File: src/rtl/lcd_scan_pkg.sv
package lcd_scan_pkg;

    localparam int LVL_W = 3;

    typedef enum logic [LVL_W-1:0] {
        LVL_VSS = 3'd0,
        LVL_V0  = 3'd1,
        LVL_V1  = 3'd2,
        LVL_V2  = 3'd3,
        LVL_V3  = 3'd4,
        LVL_V4  = 3'd5
    } drv_lvl_e;

    typedef struct packed {
        logic disp_on;
        logic reverse;
        logic all_on;
        logic pwr_save;
    } disp_mode_t;

    // Segment level for an effective (post-mode) pixel bit
    function automatic drv_lvl_e seg_level(input logic lit, input logic m);
        if (lit) return m ? LVL_V0 : LVL_VSS;
        return m ? LVL_V2 : LVL_V3;
    endfunction

    // Common level for a selected or unselected line
    function automatic drv_lvl_e com_level(input logic sel, input logic m);
        if (sel) return m ? LVL_VSS : LVL_V0;
        return m ? LVL_V1 : LVL_V4;
    endfunction

endpackage

File: src/rtl/lcd_line_sequencer.sv
module lcd_line_sequencer #(
    parameter int ROWS     = 128,
    parameter int MIN_DUTY = 16,
    localparam int LINE_W  = $clog2(ROWS)
) (
    input  logic              clk,
    input  logic              rst,
    input  logic              start_wr_i,
    input  logic [LINE_W-1:0] start_line_i,
    input  logic [LINE_W-1:0] duty_m1_i,
    input  logic              line_latch_i,
    output logic [LINE_W-1:0] row_addr_o,
    output logic [LINE_W-1:0] scan_idx_o,
    output logic              m_o
);
    localparam logic [LINE_W-1:0] MIN_LAST = LINE_W'(MIN_DUTY - 1);
    localparam logic [LINE_W-1:0] ONE      = LINE_W'(1);

    logic [LINE_W-1:0] start_q;
    logic [LINE_W-1:0] line_q;
    logic [LINE_W-1:0] scan_q;
    logic              m_q;
    logic [LINE_W-1:0] last_w;
    logic              wrap_w;

    // Effective last line of the frame, clamped to the minimum duty
    always_comb begin
        last_w = (duty_m1_i < MIN_LAST) ? MIN_LAST : duty_m1_i;
        wrap_w = line_latch_i && (scan_q >= last_w);
    end

    always_ff @(posedge clk) begin
        if (rst) begin
            start_q <= '0;
            line_q  <= '0;
            scan_q  <= '0;
            m_q     <= 1'b0;
        end else begin
            if (start_wr_i) start_q <= start_line_i;
            if (wrap_w) begin
                line_q <= start_q;
                scan_q <= '0;
                m_q    <= ~m_q;
            end else if (line_latch_i) begin
                line_q <= line_q + ONE;
                scan_q <= scan_q + ONE;
            end
        end
    end

    assign row_addr_o = line_q;
    assign scan_idx_o = scan_q;
    assign m_o        = m_q;

    // frame boundary reloads the start line, clears the scan, flips M
    assert_frame_reload_R2: assert property (@(posedge clk) disable iff (rst)
        wrap_w |=> (line_q == $past(start_q)) && (scan_q == '0) && (m_q != $past(m_q)));

    // ordinary latch steps both counters by one, modulo the row count
    assert_line_step_R3: assert property (@(posedge clk) disable iff (rst)
        (line_latch_i && !wrap_w) |=> (line_q == $past(line_q) + ONE)
                                      && (scan_q == $past(scan_q) + ONE) && $stable(m_q));

    // no latch, no movement
    assert_hold_R3: assert property (@(posedge clk) disable iff (rst)
        !line_latch_i |=> $stable(line_q) && $stable(scan_q) && $stable(m_q));

    // a write alone never moves the row address
    assert_start_deferred_R1: assert property (@(posedge clk) disable iff (rst)
        (start_wr_i && !line_latch_i) |=> $stable(line_q));

endmodule

File: src/rtl/lcd_seg_encoder.sv
module lcd_seg_encoder
    import lcd_scan_pkg::*;
#(
    parameter int COLS   = 132,
    localparam int OUT_W = COLS * LVL_W
) (
    input  logic             clk,
    input  logic             rst,
    input  logic [COLS-1:0]  row_i,
    input  logic             m_i,
    input  disp_mode_t       mode_i,
    output logic [OUT_W-1:0] seg_o
);
    for (genvar c = 0; c < COLS; c++) begin : g_col
        logic     lit;
        drv_lvl_e nxt;
        drv_lvl_e lvl_q;

        always_comb begin
            lit = mode_i.disp_on & ((row_i[c] | mode_i.all_on) ^ mode_i.reverse);
            nxt = mode_i.pwr_save ? LVL_VSS : seg_level(lit, m_i);
        end

        always_ff @(posedge clk) begin
            if (rst) lvl_q <= LVL_VSS;
            else     lvl_q <= nxt;
        end

        assign seg_o[c*LVL_W +: LVL_W] = lvl_q;

        // a blanked column can only sit at one of the unlit levels
        assert_blank_unlit_R9: assert property (@(posedge clk) disable iff (rst)
            (!mode_i.pwr_save && !mode_i.disp_on) |=> (lvl_q == LVL_V2 || lvl_q == LVL_V3));
    end

    // power save grounds every column on the next edge
    assert_seg_pwr_save_R11: assert property (@(posedge clk) disable iff (rst)
        mode_i.pwr_save |=> (seg_o == '0));

endmodule

File: src/rtl/lcd_com_encoder.sv
module lcd_com_encoder
    import lcd_scan_pkg::*;
(
    input  logic     clk,
    input  logic     rst,
    input  logic     m_i,
    input  logic     pwr_save_i,
    output drv_lvl_e on_lvl_o,
    output drv_lvl_e off_lvl_o
);
    drv_lvl_e on_q;
    drv_lvl_e off_q;

    always_ff @(posedge clk) begin
        if (rst) begin
            on_q  <= LVL_VSS;
            off_q <= LVL_VSS;
        end else begin
            on_q  <= pwr_save_i ? LVL_VSS : com_level(1'b1, m_i);
            off_q <= pwr_save_i ? LVL_VSS : com_level(1'b0, m_i);
        end
    end

    assign on_lvl_o  = on_q;
    assign off_lvl_o = off_q;

    // outside power save the two common levels always differ
    assert_com_distinct_R10: assert property (@(posedge clk) disable iff (rst)
        !pwr_save_i |=> (on_q != off_q));

    // power save grounds both common codes
    assert_com_pwr_save_R11: assert property (@(posedge clk) disable iff (rst)
        pwr_save_i |=> (on_q == LVL_VSS) && (off_q == LVL_VSS));

endmodule

File: src/rtl/lcd_scan_encoder.sv
module lcd_scan_encoder
    import lcd_scan_pkg::*;
#(
    parameter int ROWS     = 128,
    parameter int COLS     = 132,
    parameter int MIN_DUTY = 16,
    localparam int LINE_W  = $clog2(ROWS),
    localparam int SEG_W   = COLS * LVL_W
) (
    input  logic              clk,
    input  logic              rst,
    input  logic              start_wr_i,
    input  logic [LINE_W-1:0] start_line_i,
    input  logic [LINE_W-1:0] duty_m1_i,
    input  logic              line_latch_i,
    output logic [LINE_W-1:0] row_addr_o,
    input  logic [COLS-1:0]   row_data_i,
    input  logic              disp_on_i,
    input  logic              reverse_i,
    input  logic              all_on_i,
    input  logic              pwr_save_i,
    output logic              m_o,
    output logic [LINE_W-1:0] com_idx_o,
    output logic [LVL_W-1:0]  com_on_lvl_o,
    output logic [LVL_W-1:0]  com_off_lvl_o,
    output logic [SEG_W-1:0]  seg_lvl_o
);
    disp_mode_t mode;
    logic       m_w;
    drv_lvl_e   com_on_w;
    drv_lvl_e   com_off_w;

    assign mode = '{disp_on: disp_on_i, reverse: reverse_i,
                    all_on: all_on_i, pwr_save: pwr_save_i};

    lcd_line_sequencer #(.ROWS(ROWS), .MIN_DUTY(MIN_DUTY)) u_seq (
        .clk          (clk),
        .rst          (rst),
        .start_wr_i   (start_wr_i),
        .start_line_i (start_line_i),
        .duty_m1_i    (duty_m1_i),
        .line_latch_i (line_latch_i),
        .row_addr_o   (row_addr_o),
        .scan_idx_o   (com_idx_o),
        .m_o          (m_w)
    );

    lcd_seg_encoder #(.COLS(COLS)) u_seg (
        .clk    (clk),
        .rst    (rst),
        .row_i  (row_data_i),
        .m_i    (m_w),
        .mode_i (mode),
        .seg_o  (seg_lvl_o)
    );

    lcd_com_encoder u_com (
        .clk        (clk),
        .rst        (rst),
        .m_i        (m_w),
        .pwr_save_i (pwr_save_i),
        .on_lvl_o   (com_on_w),
        .off_lvl_o  (com_off_w)
    );

    assign m_o           = m_w;
    assign com_on_lvl_o  = com_on_w;
    assign com_off_lvl_o = com_off_w;

endmodule

File: config.mk
export PLATFORM = sky130hd
export DESIGN_NAME = lcd_scan_encoder
export DESIGN_NICKNAME = d
export VERILOG_FILES = /design/src/rtl/lcd_scan_pkg.sv /design/src/rtl/lcd_line_sequencer.sv /design/src/rtl/lcd_seg_encoder.sv /design/src/rtl/lcd_com_encoder.sv /design/src/rtl/lcd_scan_encoder.sv
export SDC_FILE = /design/constraint.sdc
export NUM_CORES = 1
export LEC_CHECK = 0
export ABC_AREA = 0
export BUFFER_PORTS_ARGS = -buffer_cell sky130_fd_sc_hd__buf_2
export CAP_MARGIN = 20
export CORE_AREA = 2 2 222 224
export DETAILED_ROUTE_END_ITERATION = 8
export DIE_AREA = 0 0 224 226
export GPL_ROUTABILITY_DRIVEN = 0
export PLACE_DENSITY = 0.46
export SYNTH_ARGS = -nofsm -noshare
export SYNTH_HDL_FRONTEND = slang
export SYNTH_SLANG_ARGS = --single-unit
File: constraint.sdc
create_clock -name clk -period 7.3 [get_ports clk]
set_clock_uncertainty 0.05 [all_clocks]
set_input_delay 1.46 -clock clk [delete_from_list [all_inputs] [get_ports clk]]
set_output_delay 1.46 -clock clk [all_outputs]
set_load 0.05 [all_outputs]
==> results by group <==
Clock network
  • Clock sink count: 288
  • Total CTS buffers: 35
  • CTS max path bufs: 3
  • Root Buffer Master: clkbuf_16
  • Clk slew on worst S/H paths: 0.06 ns
  • Cts repair resizes: 0
  • CTS tree: yes
  • Post-CTS setup buffer count: 0
  • CTS Hold Bufs: 0
  • H-tree levels: 2
  • Clk_lat worst skew: 0.52 ns

Floorplan
  • Die X: 224 um
  • Chip Height: 226 um
  • Initial Util: 23.3%
  • Io pins: 571
  • Number of core rows: 81
  • Full die area: 50600 um^2
  • Placeable Area: between 40000 and 50000 um^2

Pwr
  • Clock share of power: 44.7%
  • Sw Ratio: between 20% and 30%
  • NetSw: 0.00103 W
  • Peak supply drop: 0.157 mV
  • Combinational share of power: between 10% and 20%
  • Pwr/cell area: roughly 260 nW/um^2
  • Reg power frac: a little over two fifths
  • Leakage dissipation: 7.62 nW
  • Internal power: 0.00278 W

STA
  • Fin crit share: 46.5%
  • Setup violators final: 0
  • Worst-margin pin slew: about 0.96 ns
  • Final slew viol count: 0
  • Final Hold Fails: 0
  • RSZ-0062 raised after global routing: false
  • FMAX: roughly 290 MHz
  • Worst rel slew slack: ~36%
  • Tmin final: 3.40 ns
  • Total Negative Setup Slacks: 0 ns

Critical path
  • WP data arrival: 3.79 ns
  • Reg-to-reg slack, setup: between 4 and 5 ns
  • CP max stage delay: 0.48 ns
  • Crit end category: register
  • CP cell instances: buf_2, nor3_1, nor2_1, ha_1, a211o_1, a31oi_4, o21ai_4, or4_1, a31oi_1
  • Kind of cell adding the most delay to the critical path: simple AND/OR/NAND/NOR gates
  • Startpoint Class: input pin
  • Kind of critical path: input pin to register
  • Reg-to-Reg Start: u_seq.m_o
  • WP data required: 7.70 ns
  • CP max-delay cell: or4_1
  • Max Fanout on Critical Path: 8
  • CP Launch Point: duty_m1_i[6]
  • FF-to-FF End: u_seg.g_col[62].lvl_q[2]
  • CP bufs+invs: 1
  • Worst r2r path cells: 3

Yosys
  • Synth cell types: 38
  • FF+latch count, synth: between 200 and 300
  • Asr flop ratio synth: 0%
  • Post-Syn Area: 11300 um^2
  • Avg Inst Size Synth: between 8 and 9 um^2
  • Seq/Total Area, Yosys: 51.1%
  • Synth warnings: 0
  • Post-Syn Instances: 1311
  • Number of flops mapped to enable cells by yosys: 0
  • Top FF cell, synth: dfxtp_1

Detailed routing
  • Post-route DRC: 0
  • DR WL/cell: 16.4 um
  • Final ANT Viol Nets: 0
  • Vias: 9943
  • Number of DRC markers in iteration 0: 392
  • TritonRoute pass-1 iters: 5
  • Vias per inst: 4.28
  • Drt total wl: 38100 um

Final layout
  • Commonest non-fill, non-tap cell in the layout: buf_2
  • Layout area overhead: 30.2%
  • Layout cells sized above 1: 37.4%
  • Final nets: 1844
  • Most frequent cells in the layout: buf_2, dfxtp_1, nor2_1
  • Fillcell total: 5190
  • Antenna diodes: 0
  • Share of the core filled with cells: between 30% and 40%

Place
  • Post-DP HPWL: 26500 um
  • Count of input and output buffers: 568

Worst hold path
  • Hold wc startpoint: u_seq.start_q[4]
  • Tightest Hold Check Type: register to register
  • Worst Hold Path Cells: 2
  • Worst Hold End: u_seq.row_addr_o[4]

GRT
  • Largest net degree at the start of global routing: 161
  • GRT Util Overall: around 14%
  • First-pass GRT wire length: around 56000 um
  • Vias in the first global route: 9356
  • GRT Residual Overflow: 0
  • Initial antenna violation count: 4

Status
  • Status: complete, no violations

Flow run
  • Maximum Capacitance Violations: 0
==> cell families (layout without fill, tap and decap cells) <==
logic type | Yosys count | in the layout | synth area share [%]
simple gates | 588 | 588 | 26.1
buf+inv | 251 | 641 | 12.9
xor+xnor | 2 | 2 | 0.155
fa+ha+maj | 9 | 9 | 0.998
flops | 288 | 288 | 51.1
mux | 8 | 8 | 0.710
other cells | 1 | 2 | 0.0332
compound gates | 164 | 164 | 7.97
==> sequential cells by signal, indices dropped and copies added, names as in the netlist <==
register / flops
u_com.off_lvl_o: 2
u_seq.m_o: 1
u_seq.scan_idx_o: 7
u_seq.start_q: 7
u_seg.g_col.lvl_q: 264
u_seq.row_addr_o: 7
==> worst min-delay path, stage by stage (launching register included) <==
cell     delay (ns)
dfxtp_1        0.32
nand3_1        0.08
a21oi_1        0.06
==> routing by layer <==
| layer | GRT usage, % | vias to the layer above | wire [um] |
|---|---|---|---|
| li1 | - | 4966 | - |
| met1 | 17.4 | 4602 | 15700 |
| met2 | 23.7 | 306 | 18300 |
| met3 | 5.17 | 63 | 3040 |
| met4 | 4.34 | 6 | 903 |
| met5 | 0 | - | 36 |
==> worst max path at each step <==
stage / end / slack, ns / depth (start not counted)
after global routing: seg_lvl_o[267] / 3.71 / 2
after detailed placement: u_seq.scan_idx_o[3] / 3.37 / 9
after global placement: u_seq.scan_idx_o[3] / 3.35 / 9
final: u_seq.scan_idx_o[3] / 3.90 / 9
after CTS: seg_lvl_o[264] / 3.86 / 2
after floorplan: seg_lvl_o[0] / 2.53 / 1
==> through the flow <==
step / setup WS (ns) / total power [W] / hold slack (ns) / cell area (um^2) / std cells
after floorplan: 2.53 / 0.00200 / 0.405 / 11300 / 1312
after global placement: 3.35 / 0.00214 / 0.438 / 13600 / 2266
after detailed placement: 3.37 / 0.00215 / 0.439 / 13600 / 2266
after CTS: 3.86 / 0.00388 / 0.452 / 14700 / 2324
after global routing: 3.71 / 0.00399 / 0.478 / 14700 / 2324
final: 3.90 / 0.00381 / 0.451 / 14700 / 2324
==> Yosys cell counts (all sizes together), types with 8 or more instances <==
cell    count  area share (%)
o21ai     137             6.2
clkbuf    104             3.5
nor2      281             9.4
or3       133             7.4
mux2i       8            0.71
buf       140             9.2
dfxtp     288              51
and3      132             7.3
nand3      15            0.67
ha          9             1.0
==> layout make-up <==
cell class	count	area [um^2]	share of cell area (%)
clock buffers	48	996	6.78
clock inverters	10	124	0.843
inverters	7	26.3	0.179
multi-input cells	773	4080	27.8
flip-flops and latches	288	5770	39.3
well taps	622	778	5.30
repair buffers	576	2920	19.9
==> power by group through the flow <==
stage | registers, W | clock network (W) | logic, W
floorplan | 0.00183 | 0 | 0.000174
global placement | 0.00167 | 0 | 0.000472
detailed placement | 0.00167 | 0 | 0.000478
CTS | 0.00164 | 0.00177 | 0.000479
global route | 0.00164 | 0.00183 | 0.000516
finish | 0.00164 | 0.00170 | 0.000473
No activity file was read; power rests on OpenSTA's default activity.
